**config.mk**
```make
export PLATFORM = sky130hd
export DESIGN_NAME = aneg_guard
export DESIGN_NICKNAME = d
export VERILOG_FILES = /design/src/rtl/aneg_guard_pkg.sv /design/src/rtl/aneg_guard_dp.sv /design/src/rtl/aneg_guard_ctl.sv /design/src/rtl/aneg_guard.sv
export SDC_FILE = /design/constraint.sdc
export NUM_CORES = 1
export LEC_CHECK = 0
export BUFFER_PORTS_ARGS = -buffer_cell sky130_fd_sc_hd__buf_2
export CAP_MARGIN = 40
export CORE_AREA = 2 2 39 41
export DETAILED_ROUTE_END_ITERATION = 10
export DIE_AREA = 0 0 41 43
export PLACE_DENSITY = 0.67
export SKIP_LAST_GASP = 1
export SLEW_MARGIN = 20
export SYNTH_ARGS = -nofsm -noshare
export SYNTH_HDL_FRONTEND = slang
export SYNTH_SLANG_ARGS = --single-unit
```
**constraint.sdc**
```tcl
create_clock -name clk -period 2.8 [get_ports clk]
set_input_delay 0.56 -clock clk [delete_from_list [all_inputs] [get_ports clk]]
set_output_delay 0.56 -clock clk [all_outputs]
set_load 0.05 [all_outputs]
```
**src/rtl/aneg_guard_pkg.sv**
```systemverilog
package aneg_guard_pkg;
  // Strobes from control to datapath
  typedef struct packed {
    logic incRetry;
    logic clrRetry;
  } ctlStrobe_t;
endpackage

```
**src/rtl/aneg_guard_dp.sv**
```systemverilog
module aneg_guard_dp
  import aneg_guard_pkg::*;
#(
  parameter int WORD_W      = 16,
  parameter int RETRY_LIMIT = 6,
  parameter int ACK_POS     = 14,
  parameter int NWAY_POS    = 0,
  parameter bit EARLY_CHECK = 1'b1,
  parameter logic [WORD_W-1:0] EARLY_CODE = WORD_W'(1)
) (
  input  logic              clk,
  input  logic              rstN,
  input  logic              anegEnable,
  input  logic              anegDone,
  input  logic [WORD_W-1:0] partnerAbility,
  input  logic [WORD_W-1:0] expansion,
  input  logic              hiddenOk,
  input  ctlStrobe_t        strobe,
  output logic              checkEvt,
  output logic              resultBad,
  output logic              retryAtMax
);
  localparam int CNT_W = $clog2(RETRY_LIMIT + 1);

  logic             doneQ;
  logic [CNT_W-1:0] retryCnt;
  logic             ackMissing;
  logic             earlyHit;

  always_ff @(posedge clk or negedge rstN) begin
    if (!rstN) doneQ <= 1'b0;
    else       doneQ <= anegDone;
  end

  assign checkEvt = anegEnable & anegDone & ~doneQ;

  assign ackMissing = expansion[NWAY_POS] & ~partnerAbility[ACK_POS];

  generate
    if (EARLY_CHECK) begin : g_early
      assign earlyHit = (partnerAbility == EARLY_CODE);
    end else begin : g_noEarly
      assign earlyHit = 1'b0;
    end
  endgenerate

  assign resultBad = ~hiddenOk | ackMissing | earlyHit;

  always_ff @(posedge clk or negedge rstN) begin
    if (!rstN)                retryCnt <= '0;
    else if (strobe.clrRetry) retryCnt <= '0;
    else if (strobe.incRetry) retryCnt <= retryCnt + CNT_W'(1);
  end

  assign retryAtMax = (retryCnt == CNT_W'(RETRY_LIMIT));
endmodule

```
**src/rtl/aneg_guard_ctl.sv**
```systemverilog
module aneg_guard_ctl
  import aneg_guard_pkg::*;
(
  input  logic       clk,
  input  logic       rstN,
  input  logic       anegDone,
  input  logic       checkEvt,
  input  logic       resultBad,
  input  logic       retryAtMax,
  output ctlStrobe_t strobe,
  output logic       restartPulse,
  output logic       resultValid,
  output logic       failFlag
);
  logic liveEvt;

  assign liveEvt = checkEvt & ~failFlag;

  always_comb begin
    strobe = '0;
    strobe.incRetry = liveEvt & resultBad & ~retryAtMax;
    strobe.clrRetry = liveEvt & ~resultBad;
  end

  always_ff @(posedge clk or negedge rstN) begin
    if (!rstN) begin
      restartPulse <= 1'b0;
      resultValid  <= 1'b0;
      failFlag     <= 1'b0;
    end else begin
      restartPulse <= liveEvt & resultBad & ~retryAtMax;
      failFlag     <= failFlag | (liveEvt & resultBad & retryAtMax);
      if (!anegDone || failFlag)        resultValid <= 1'b0;
      else if (liveEvt && !resultBad)   resultValid <= 1'b1;
    end
  end
endmodule

```
**src/rtl/aneg_guard.sv**
```systemverilog
module aneg_guard
  import aneg_guard_pkg::*;
#(
  parameter int WORD_W      = 16,
  parameter int RETRY_LIMIT = 6,
  parameter int ACK_POS     = 14,
  parameter int NWAY_POS    = 0,
  parameter bit EARLY_CHECK = 1'b1,
  parameter logic [WORD_W-1:0] EARLY_CODE = WORD_W'(1)
) (
  input  logic              clk,
  input  logic              rstN,
  input  logic              anegEnable,
  input  logic              anegDone,
  input  logic [WORD_W-1:0] partnerAbility,
  input  logic [WORD_W-1:0] expansion,
  input  logic              hiddenOk,
  output logic              restartPulse,
  output logic              resultValid,
  output logic              failFlag
);
  ctlStrobe_t strobe;
  logic checkEvt, resultBad, retryAtMax;

  aneg_guard_dp #(
    .WORD_W(WORD_W), .RETRY_LIMIT(RETRY_LIMIT), .ACK_POS(ACK_POS),
    .NWAY_POS(NWAY_POS), .EARLY_CHECK(EARLY_CHECK), .EARLY_CODE(EARLY_CODE)
  ) u_dp (
    .clk(clk), .rstN(rstN), .anegEnable(anegEnable), .anegDone(anegDone),
    .partnerAbility(partnerAbility), .expansion(expansion), .hiddenOk(hiddenOk),
    .strobe(strobe), .checkEvt(checkEvt), .resultBad(resultBad),
    .retryAtMax(retryAtMax)
  );

  aneg_guard_ctl u_ctl (
    .clk(clk), .rstN(rstN), .anegDone(anegDone), .checkEvt(checkEvt),
    .resultBad(resultBad), .retryAtMax(retryAtMax), .strobe(strobe),
    .restartPulse(restartPulse), .resultValid(resultValid), .failFlag(failFlag)
  );
endmodule

```
==> results.toml <==
[critical_path]
crit_required_ns = 2.24
path_class = "flip-flop to output pin"
cp_num_buf_inv = 1
crit_chain = "buf_2"
critPathMaxStageDelay_ns = 0.35
cp.arrival_ns = 0.86
cp_slowest_cell = "dfrtp_1"
cp-start-kind = "flip-flop"
cp_top_family = "flip-flops"
worstSetupEndpointType = "output pin"
worstPathMaxFanout = 3

[yosys]
synth_edf_count = 0
ys_async_sr_fraction_pct = 100.0
synthCells = 35
synth_simple_gate_area_share_pct = 33.22
synthMuxAreaShare_pct = 0
synth_cell_types = 20
ys_ff_latch = 7
yosys_warnings = 0
synth-compound-area-share_pct = 7.718
synth_xor_xnor_area_share_pct = 2.349
synthesis.nets = 74
synthAdderAreaFrac_pct = 6.711
synthTopCellsByCount = "dfrtp_1 (7), inv_1 (3), nor2_1 (3), nor4_1 (3)"
synth_ff_type = "dfrtp_1"
synth_top_family_by_area = "simple AND/OR/NAND/NOR gates"
syn_area_um2 = 372.9
synth_area_leaders = "dfrtp_1 (47%), ha_1 (6.7%), nor4_1 (5.0%)"
syn_area_per_cell_um2 = 10.65
synth_largest_area_cell = "dfrtp_1"
ys_seq_area_share_pct = 46.98
yosysTopAreaCellShare_pct = 46.98
synth_most_common_cell = "dfrtp_1"

[floorplanning]
core_area_um2 = 1384
die_h_um = 43
row_count = 14
dieWidth_um = 41
dieArea_um2 = 1763
start_util_pct = 26.94
ios = 40

[power]
irDropWorstVdd_uv = 126.0
p_per_area_nw_per_um2 = 399.4
leakage_nw = 0.2792

[clocking]
clock_path_buffers = 2
cts.sinks = 7
cts.clk_slew.worst_paths_ns = 0.05
insertion_delay_ns = 0.25
cts_tree = "done"
cts.hold.buffers_added = 0
cts_resized = 0
post-cts-setup-buffers = 0
cts_buffers = 3
h-tree-depth = 1
cts_root_buffer = "clkbuf_4"

[route]
vias = 379
vias_per_cell = 4.797
drc = 0
routed_wl_um = 807
drtAntennaViolNets = 0
dr.pass1.iters = 1
wl_per_cell_um = 10.22
dr.first_iter.drc_count = 0

[sta]
slew_headroom_pct = 78.18
tns_ns = 0
timing.final.crit_share_pct = 50.71
min_period_ns = 1.420
drv_slew = 0
setup_slack_ns = 1.380
fmax_mhz = 704.3
finalHoldViolCount = 0
setup_viol = 0
tightest_slew_ns = 0.3259
rsz0062_at_grt = "no"
finClkSkew_ns = 0.001335

[placed_design]
place_congestion = 0.7304
dp_hpwl_um = 689
numPortBuffers = 24
pre_cts_ws_ns = 1.200
placed_area_um2 = 513.0

[final_layout]
fin_area_um2 = 539.3
syn2layout_area_growth_pct = 44.63
drive_above_1_share_pct = 50.79
diodes = 0
nets = 103
num-fill-cells = 139

[grt]
antenna_found_initial = 0
grt_pass1_wl_um = 1262
track_usage_pct = 10.99
grt_pass1_vias = 334
overflow = 0
grt_max_degree = 8

[run]
drv_cap = 0

[min_path]
hp-class = "primary input to asynchronous set/reset pin"

[status]
status = "finished, final reports clean"
[sequential cells by signal, summed over array words and instances, names as in the netlist]
signal / count
u_ctl.failFlag: 1
u_ctl.restartPulse: 1
u_ctl.resultValid: 1
u_dp.doneQ: 1
u_dp.retryCnt: 3
[final timing paths]
kind | cells past startpoint | startpoint | slack, ns | to
hold / removal | 1 | rstN | 0.13 | u_dp.retryCnt[2]
setup reg to reg | 3 | u_ctl.failFlag | 1.52 | u_dp.retryCnt[2]
min in group clk | 1 | anegDone | 0.45 | u_dp.doneQ
setup / recovery | 1 | u_ctl.failFlag | 1.38 | failFlag
hold reg to reg | 2 | u_ctl.failFlag | 0.50 | u_ctl.failFlag
max in group asynchronous | 1 | rstN | 2.51 | u_ctl.restartPulse
[placed cells by master, fill, tap and decap left out]
master,synthesis,final
a21oi_1,2,2
a31o_1,1,1
and4_1,1,1
and4b_1,1,1
and4bb_2,1,1
buf_2,0,24
clkbuf_1,0,1
clkbuf_4,0,3
dfrtp_1,7,7
ha_1,2,2
inv_1,3,3
nand2_1,2,2
nand2_2,1,1
nand3_1,1,1
nor2_1,3,3
nor3_2,1,1
nor3b_2,1,1
nor4_1,3,3
nor4b_2,1,1
o21ai_0,1,1
o21ai_1,1,1
or2_0,1,1
xnor2_1,1,1
[cell type report]
type,count,area (um^2),area share (%)
clock buffer,4,26.28,4.872
inverter,3,11.26,2.088
multi-input combinational,25,186.4,34.57
sequential,7,175.2,32.48
tap,16,20.02,3.712
timing repair buffer,24,120.1,22.27
[power breakdown]
group	switching, W	internal [W]
combinational	0.00000885	0.0000126
sequential	0.000000589	0.000103
clock	0.0000365	0.0000543
total	0.0000459	0.000169
[metal layers]
metal  global-route usage [%]  up-vias  part of all wire (%)  wire length, um
met5                        0        -                     0                0
met4                    10.00        0                  0.99                8
met3                    1.571        2                    10               84
met2                    17.50       26                    49              395
met1                    11.40      169                    39              318
li1                         -      182                     -                -
[stage by stage]
step	instances	util [%]	hold slack (ns)	power (W)
6_report	79	38.97	0.1329	0.0002154
5_1_grt	79	38.97	0.1333	0.0002299
4_1_cts	79	38.97	0.1326	0.0002207
3_5_place_dp	75	37.07	0.4052	0.0001269
3_3_place_gp	75	37.07	0.4006	0.0001257
2_1_floorplan	35	-	0.2644	0.0001088
[logic make-up (layout without fill, tap and decap cells)]
| family | count (synthesis) | count (layout) |
|---|---|---|
| xor gates and xnor gates | 1 | 1 |
| DFF | 7 | 7 |
| and+or+nand+nor | 17 | 17 |
| adders and majority gates | 2 | 2 |
| buffers and inverters | 3 | 31 |
| AOI/OAI and AO/OA | 5 | 5 |
Power figures use the tool's default switching activity.
